## config.mk

```make
export PLATFORM = sky130hd
export DESIGN_NAME = snoop_responder
export DESIGN_NICKNAME = d
export VERILOG_FILES = /design/src/rtl/snoop_pkg.sv /design/src/rtl/snoop_tag_ram.sv /design/src/rtl/snoop_tag_match.sv /design/src/rtl/snoop_responder.sv
export SDC_FILE = /design/constraint.sdc
export NUM_CORES = 1
export LEC_CHECK = 0
export BUFFER_PORTS_ARGS = -buffer_cell sky130_fd_sc_hd__buf_2
export CORE_MARGIN = 4
export CORE_UTILIZATION = 61
export CTS_CLUSTER_SIZE = 8
export DETAILED_ROUTE_END_ITERATION = 6
export PLACE_DENSITY = 0.78
export SLEW_MARGIN = 20
export SYNTH_ARGS = -nofsm -noshare
export SYNTH_HDL_FRONTEND = slang
export SYNTH_SLANG_ARGS = --single-unit
```

## constraint.sdc

```tcl
create_clock -name clk -period 2.55 [get_ports clk]
set_input_delay 0.51 -clock clk [delete_from_list [all_inputs] [get_ports clk]]
set_output_delay 0.51 -clock clk [all_outputs]
set_load 0.03 [all_outputs]
```

## src/rtl/snoop_pkg.sv

```systemverilog
package snoop_pkg;
  typedef enum logic {
    SEL_INSTR = 1'b0,
    SEL_DATA  = 1'b1
  } cache_sel_e;
endpackage

```

## src/rtl/snoop_tag_ram.sv

```systemverilog
module snoop_tag_ram #(
  parameter int WIDTH = 10,
  parameter int DEPTH = 16,
  localparam int AW = $clog2(DEPTH)
) (
  input  logic             clk,
  input  logic             we,
  input  logic [AW-1:0]    waddr,
  input  logic [WIDTH-1:0] wdata,
  input  logic [AW-1:0]    raddr,
  output logic [WIDTH-1:0] rdata
);
  logic [WIDTH-1:0] mem [DEPTH];

  always_ff @(posedge clk) begin
    if (we) mem[waddr] <= wdata;
  end

  // registered read, read-before-write on collision
  always_ff @(posedge clk) begin
    rdata <= mem[raddr];
  end
endmodule

```

## src/rtl/snoop_tag_match.sv

```systemverilog
module snoop_tag_match #(
  parameter int TAG_W = 8
) (
  input  logic [TAG_W:0]   i_entry,   // {valid, tag}
  input  logic [TAG_W+1:0] d_entry,   // {valid, dirty, tag}
  input  logic [TAG_W-1:0] tag,
  output logic             hit,
  output logic             hitm
);
  logic i_match, d_match;

  always_comb begin
    i_match = i_entry[TAG_W] && (i_entry[TAG_W-1:0] == tag);
    d_match = d_entry[TAG_W+1] && (d_entry[TAG_W-1:0] == tag);
    hit     = i_match || d_match;
    hitm    = d_match && d_entry[TAG_W];
  end
endmodule

```

## src/rtl/snoop_responder.sv

```systemverilog
module snoop_responder #(
  parameter int ADDR_W = 16,
  parameter int OFS_W  = 4,
  parameter int IDX_W  = 4,
  localparam int TAG_W = ADDR_W - IDX_W - OFS_W,
  localparam int DEPTH = 1 << IDX_W
) (
  input  logic              clk,
  input  logic              rst,
  input  logic              inq_stb_i,
  input  logic [ADDR_W-1:0] inq_addr_i,
  input  logic              inval_i,
  output logic              hit_o,
  output logic              hitm_o,
  output logic              wb_req_o,
  input  logic              wb_ack_i,
  input  logic              ld_en_i,
  input  logic              ld_sel_i,
  input  logic [IDX_W-1:0]  ld_idx_i,
  input  logic [TAG_W-1:0]  ld_tag_i,
  input  logic              ld_valid_i,
  input  logic              ld_dirty_i
);
  import snoop_pkg::*;

  localparam int IW = TAG_W + 1;
  localparam int DW = TAG_W + 2;

  logic [IDX_W-1:0] rd_idx;
  logic [TAG_W-1:0] in_tag;
  logic             accept, wb_done;
  logic             s1_v;
  logic [IDX_W-1:0] cap_idx;
  logic [TAG_W-1:0] cap_tag;
  logic             cap_inval;

  logic             i_we, d_we;
  logic [IDX_W-1:0] d_waddr;
  logic [IW-1:0]    i_wdata, i_rdata;
  logic [DW-1:0]    d_wdata, d_rdata;
  logic             m_hit, m_hitm;

  assign rd_idx  = inq_addr_i[OFS_W +: IDX_W];
  assign in_tag  = inq_addr_i[OFS_W+IDX_W +: TAG_W];
  assign accept  = inq_stb_i && !s1_v && !wb_req_o;
  assign wb_done = wb_req_o && wb_ack_i;

  // write ports: write-back clean-up wins over a test load on the data array
  always_comb begin
    i_we    = ld_en_i && (cache_sel_e'(ld_sel_i) == SEL_INSTR);
    i_wdata = {ld_valid_i, ld_tag_i};
    d_we    = wb_done || (ld_en_i && (cache_sel_e'(ld_sel_i) == SEL_DATA));
    if (wb_done) begin
      d_waddr = cap_idx;
      d_wdata = {!cap_inval, 1'b0, cap_tag};
    end else begin
      d_waddr = ld_idx_i;
      d_wdata = {ld_valid_i, ld_dirty_i, ld_tag_i};
    end
  end

  snoop_tag_ram #(.WIDTH(IW), .DEPTH(DEPTH)) u_itag (
    .clk(clk), .we(i_we), .waddr(ld_idx_i), .wdata(i_wdata),
    .raddr(rd_idx), .rdata(i_rdata)
  );

  snoop_tag_ram #(.WIDTH(DW), .DEPTH(DEPTH)) u_dtag (
    .clk(clk), .we(d_we), .waddr(d_waddr), .wdata(d_wdata),
    .raddr(rd_idx), .rdata(d_rdata)
  );

  snoop_tag_match #(.TAG_W(TAG_W)) u_match (
    .i_entry(i_rdata), .d_entry(d_rdata), .tag(cap_tag),
    .hit(m_hit), .hitm(m_hitm)
  );

  // stage 1: capture the inquire while the arrays are read
  always_ff @(posedge clk) begin
    if (rst) begin
      s1_v      <= 1'b0;
      cap_idx   <= '0;
      cap_tag   <= '0;
      cap_inval <= 1'b0;
    end else begin
      s1_v <= accept;
      if (accept) begin
        cap_idx   <= rd_idx;
        cap_tag   <= in_tag;
        cap_inval <= inval_i;
      end
    end
  end

  // stage 2: registered results, held across a pending write-back
  always_ff @(posedge clk) begin
    if (rst) begin
      hit_o    <= 1'b0;
      hitm_o   <= 1'b0;
      wb_req_o <= 1'b0;
    end else if (wb_done) begin
      hit_o    <= 1'b0;
      hitm_o   <= 1'b0;
      wb_req_o <= 1'b0;
    end else if (s1_v) begin
      hit_o    <= m_hit;
      hitm_o   <= m_hitm;
      wb_req_o <= m_hitm;
    end else if (!wb_req_o) begin
      hit_o    <= 1'b0;
      hitm_o   <= 1'b0;
    end
  end

  // a modified hit is always also a hit
  a_r3_hitm_has_hit: assert property (@(posedge clk) disable iff (rst)
    hitm_o |-> hit_o);

  // a result only rises one edge after a captured inquire
  a_r4_latency: assert property (@(posedge clk) disable iff (rst)
    $rose(hit_o) |-> $past(s1_v));

  // request and indication held until acknowledge
  a_r5_hold: assert property (@(posedge clk) disable iff (rst)
    (wb_req_o && !wb_ack_i) |=> (wb_req_o && hitm_o && hit_o));

  // acknowledge releases everything
  a_r5_release: assert property (@(posedge clk) disable iff (rst)
    (wb_req_o && wb_ack_i) |=> (!wb_req_o && !hitm_o && !hit_o));

  // a strobe during a pending write-back leaves the captured address alone
  a_r7_blocked: assert property (@(posedge clk) disable iff (rst)
    (wb_req_o && inq_stb_i) |=> ($stable(cap_tag) && $stable(cap_idx) && !s1_v));

  // a plain hit lasts one cycle
  a_r8_one_cycle: assert property (@(posedge clk) disable iff (rst)
    (hit_o && !hitm_o) |=> !hit_o);

  // acknowledge without request does nothing
  a_r11_stray_ack: assert property (@(posedge clk) disable iff (rst)
    (!wb_req_o && !s1_v && wb_ack_i) |=> (!wb_req_o && !hit_o));
endmodule

```

==> impl_results.md <==
- Cell variety after synth: 39
- Placer congestion estimate: 0.847
- Layout cell share with drive strength beyond 1: 0.273
- Most used DFF post-synth: edfxtp_1
- Skew final: 0.0153 ns
- Via/cell ratio: 6.41
- Synth Area in Compound Gates: 0.0376
- Worst path cell trace: nand2_1 > buf_4 > buf_4 > mux2_1
- Vias: 6809
- Final ANT Viol Nets: 0
- Maximum vdd drop: 0.000559 V
- Drt total wl: 27600 microns
- Max Fclk: 515 MHz
- Mux share of post-synthesis cell area: 0.144
- Unrepaired setup endpoints after global routing: no
- Crit path DAT: 2.09 ns
- GR Util All Layers: 0.237
- Setup Fix Bufs, Post-CTS: 0
- Top cell by count, worst path: buf_4
- Syn. warnings: 0
- Initial DRT Pass Iterations: 5
- Max_slew headroom: 0.325
- FP Rows: 53
- Clock network power share: 0.454
- Pre-CTS WS: 0.240 ns
- # Max-Cap Violations: 0
- Post-synth EDFFs: 304
- Final setup viols: 0
- Logic pwr share: 0.048
- Hold Path Class: in2reg
- Async SR Flop Fraction: 0
- WL/cell: 26.0 microns
- CTS Buf Count: 48
- Port Buffers: 35
- WP depth: 4
- Setup CP Type: reg2reg
- Clock latency on the worst-skew pair: 0.53 ns
- Switching part of the total: 0.198
- Vias in the first global route: 6862
- Die Height: 155 microns
- Buf/Inv on CP: 2
- First-pass GRT wire length: 42400 microns
- Antenna violations before repair: 0
- Antenna cell count: 0
- Required @ worst endpoint: 2.70 ns
- # hold bufs at CTS: 0
- CTS root buffer: clkbuf_16
- TritonCTS clock tree: done
- Reg2Reg Depth: 4
- CP delay by family, top: multiplexers
- Max FO, Critical Path: 16
- Largest net degree at the start of global routing: 41
- Slew Viols, Final: 0
- Final min period: 1.94 ns
- Sequential cell fraction of total power: 0.499
- Core Footprint: 21200 sq um
- #FFs+latches synth: 340
- Boundary Pins: 40
- Critical-path top delay cell: mux2_1
- Htree depth: 2
- Period utilization: 0.762
- GR Overflow Total: 0
- Crit-path max cell delay: 0.58 ns
- Cell area after synthesis: 13200 sq um
- Adder-Cell Fraction of Synth Area: 0
- # DRC: 0
- WHS Path Cells: 3
- Syn Area/Cell: 19.9 sq um
- Final Hold Vio Count: 0
- Detailed Place HPWL: 16800 microns
- # clock sinks: 340
- Post-Synth Simple-Gate Area: 0.0428
- Initial core utilization: 0.622
- Startpoint Class: register
- Pwr dens: 819 nW/um^2
- Post-synthesis sequential area ratio: 0.748
- CP endpoint kind: register
- Setup TNS: 0 ns
- Worst-path clk slew: 0.05 ns
- Cell count after synthesis: 661
- Clock Tree Buf Depth: 3
- Synth Area in XOR/XNOR: 0.0106
- Worst Max-Slew Pin Slew: 1.01 ns
- Internal Power: 0.0100 W
- Leak pwr: 5.21 nW
- Area growth syn-to-layout: 16.0%
- DRT iter0 DRCs: 802
- Post-CTS Resized: 0
- Setup ws final: 0.607 ns
- Die area: 24000 sq um
- Status: completed
- Syn_nets: 698
- Psw: 0.00248 W
- Final net count: 797
- Largest family of logic cells by synthesized area: multiplexers
- Die width: 155 microns
-- cells in the final DEF (no fill, tap or decap), types with 5 or more instances in the layout --
cell / n
a21oi_1: 15
nor2_1: 32
clkbuf_1: 28
edfxtp_1: 304
buf_2: 34
buf_12: 5
dfxtp_1: 36
buf_4: 43
nand2b_1: 5
clkbuf_16: 49
mux2_1: 8
mux4_1: 18
a22oi_2: 19
a22oi_1: 19
nand2_1: 60
xor2_1: 16
mux4_2: 58
-- layout make-up --
cell class,count,area [sq um]
clock buffer,77,1330
clock inverter,1,30.0
fill,1164,5880
multi-input combinational,288,3120
sequential,340,9850
tap,275,344
timing repair buffer,82,593
-- through the flow --
stage	cell area (sq um)	hold WS, ns	util	instances	power (W)
2_1_floorplan	13200	0.432	-	661	0.00670
3_3_place_gp	13900	0.438	0.657	985	0.00689
3_5_place_dp	13900	0.466	0.657	985	0.00692
4_1_cts	15300	0.215	0.721	1063	0.0126
5_1_grt	15300	0.237	0.722	1063	0.0129
6_report	15300	0.230	0.722	1063	0.0125
-- cell families (layout without fill, tap and decap cells) --
logic type	after synthesis	count (layout)
flops	340	340
simple gates	127	127
mux	87	87
compound gates	58	58
buf+inv	33	160
xor+xnor	16	16
-- metal layers --
layer / share of wire / routed length, microns / track usage
met1: 0.41 / 11400 / 0.362
met2: 0.48 / 13100 / 0.364
met3: 0.091 / 2520 / 0.0462
met4: 0.019 / 537 / 0.0563
met5: 0 / 0 / 0
-- worst register-to-register path, cell delays in order (launching register included) --
cell     delay [ns]
dfxtp_1        0.37
nand2_1        0.22
buf_4          0.24
buf_4          0.16
mux2_1         0.58
-- worst paths after layout --
check                         from                          to  slack [ns]
max          wb_req_o$_SDFFE_PP0P_  u_dtag.mem[3][5]$_DFFE_PP_        0.61
min                  inq_addr_i[9]     cap_tag[1]$_SDFFE_PP0P_        0.23
max reg2reg  wb_req_o$_SDFFE_PP0P_  u_dtag.mem[3][5]$_DFFE_PP_        0.61
min reg2reg     hit_o$_SDFFE_PP0P_          hit_o$_SDFFE_PP0P_        0.48
-- flip-flops by register name (all words and copies together) (netlist names), 4 cells and up --
signal / flops
u_dtag.rdata: 10
u_dtag.mem: 160
u_itag.rdata: 9
cap_idx: 4
u_itag.mem: 144
cap_tag: 8
-- synth_stat cells (all sizes together), types with 2 or more instances --
master	n	share of area
edfxtp	304	0.69
mux4	76	0.14
nand2	60	0.017
a22oi	38	0.029
dfxtp	36	0.055
nor2	33	0.0094
buf	20	0.013
xor2	16	0.011
a21oi	15	0.0057
clkbuf	13	0.0037
mux2	10	0.0086
nand2b	5	0.0024
and2	4	0.0019
nand3	4	0.0015
nor3	4	0.0015
nor4	4	0.0019
a41o	2	0.0015
and3	2	0.00095
nand4	2	0.00095
nor2b	2	0.00095
-- power by group through the flow --
| stage | clock (W) | combinational, W | sequential, W |
|---|---|---|---|
| floorplan | 0 | 0.000384 | 0.00631 |
| global placement | 0 | 0.000560 | 0.00633 |
| detailed placement | 0 | 0.000580 | 0.00634 |
| CTS | 0.00577 | 0.000592 | 0.00624 |
| global route | 0.00605 | 0.000639 | 0.00624 |
| finish | 0.00568 | 0.000595 | 0.00624 |
No activity file was read; power rests on OpenSTA's default activity.
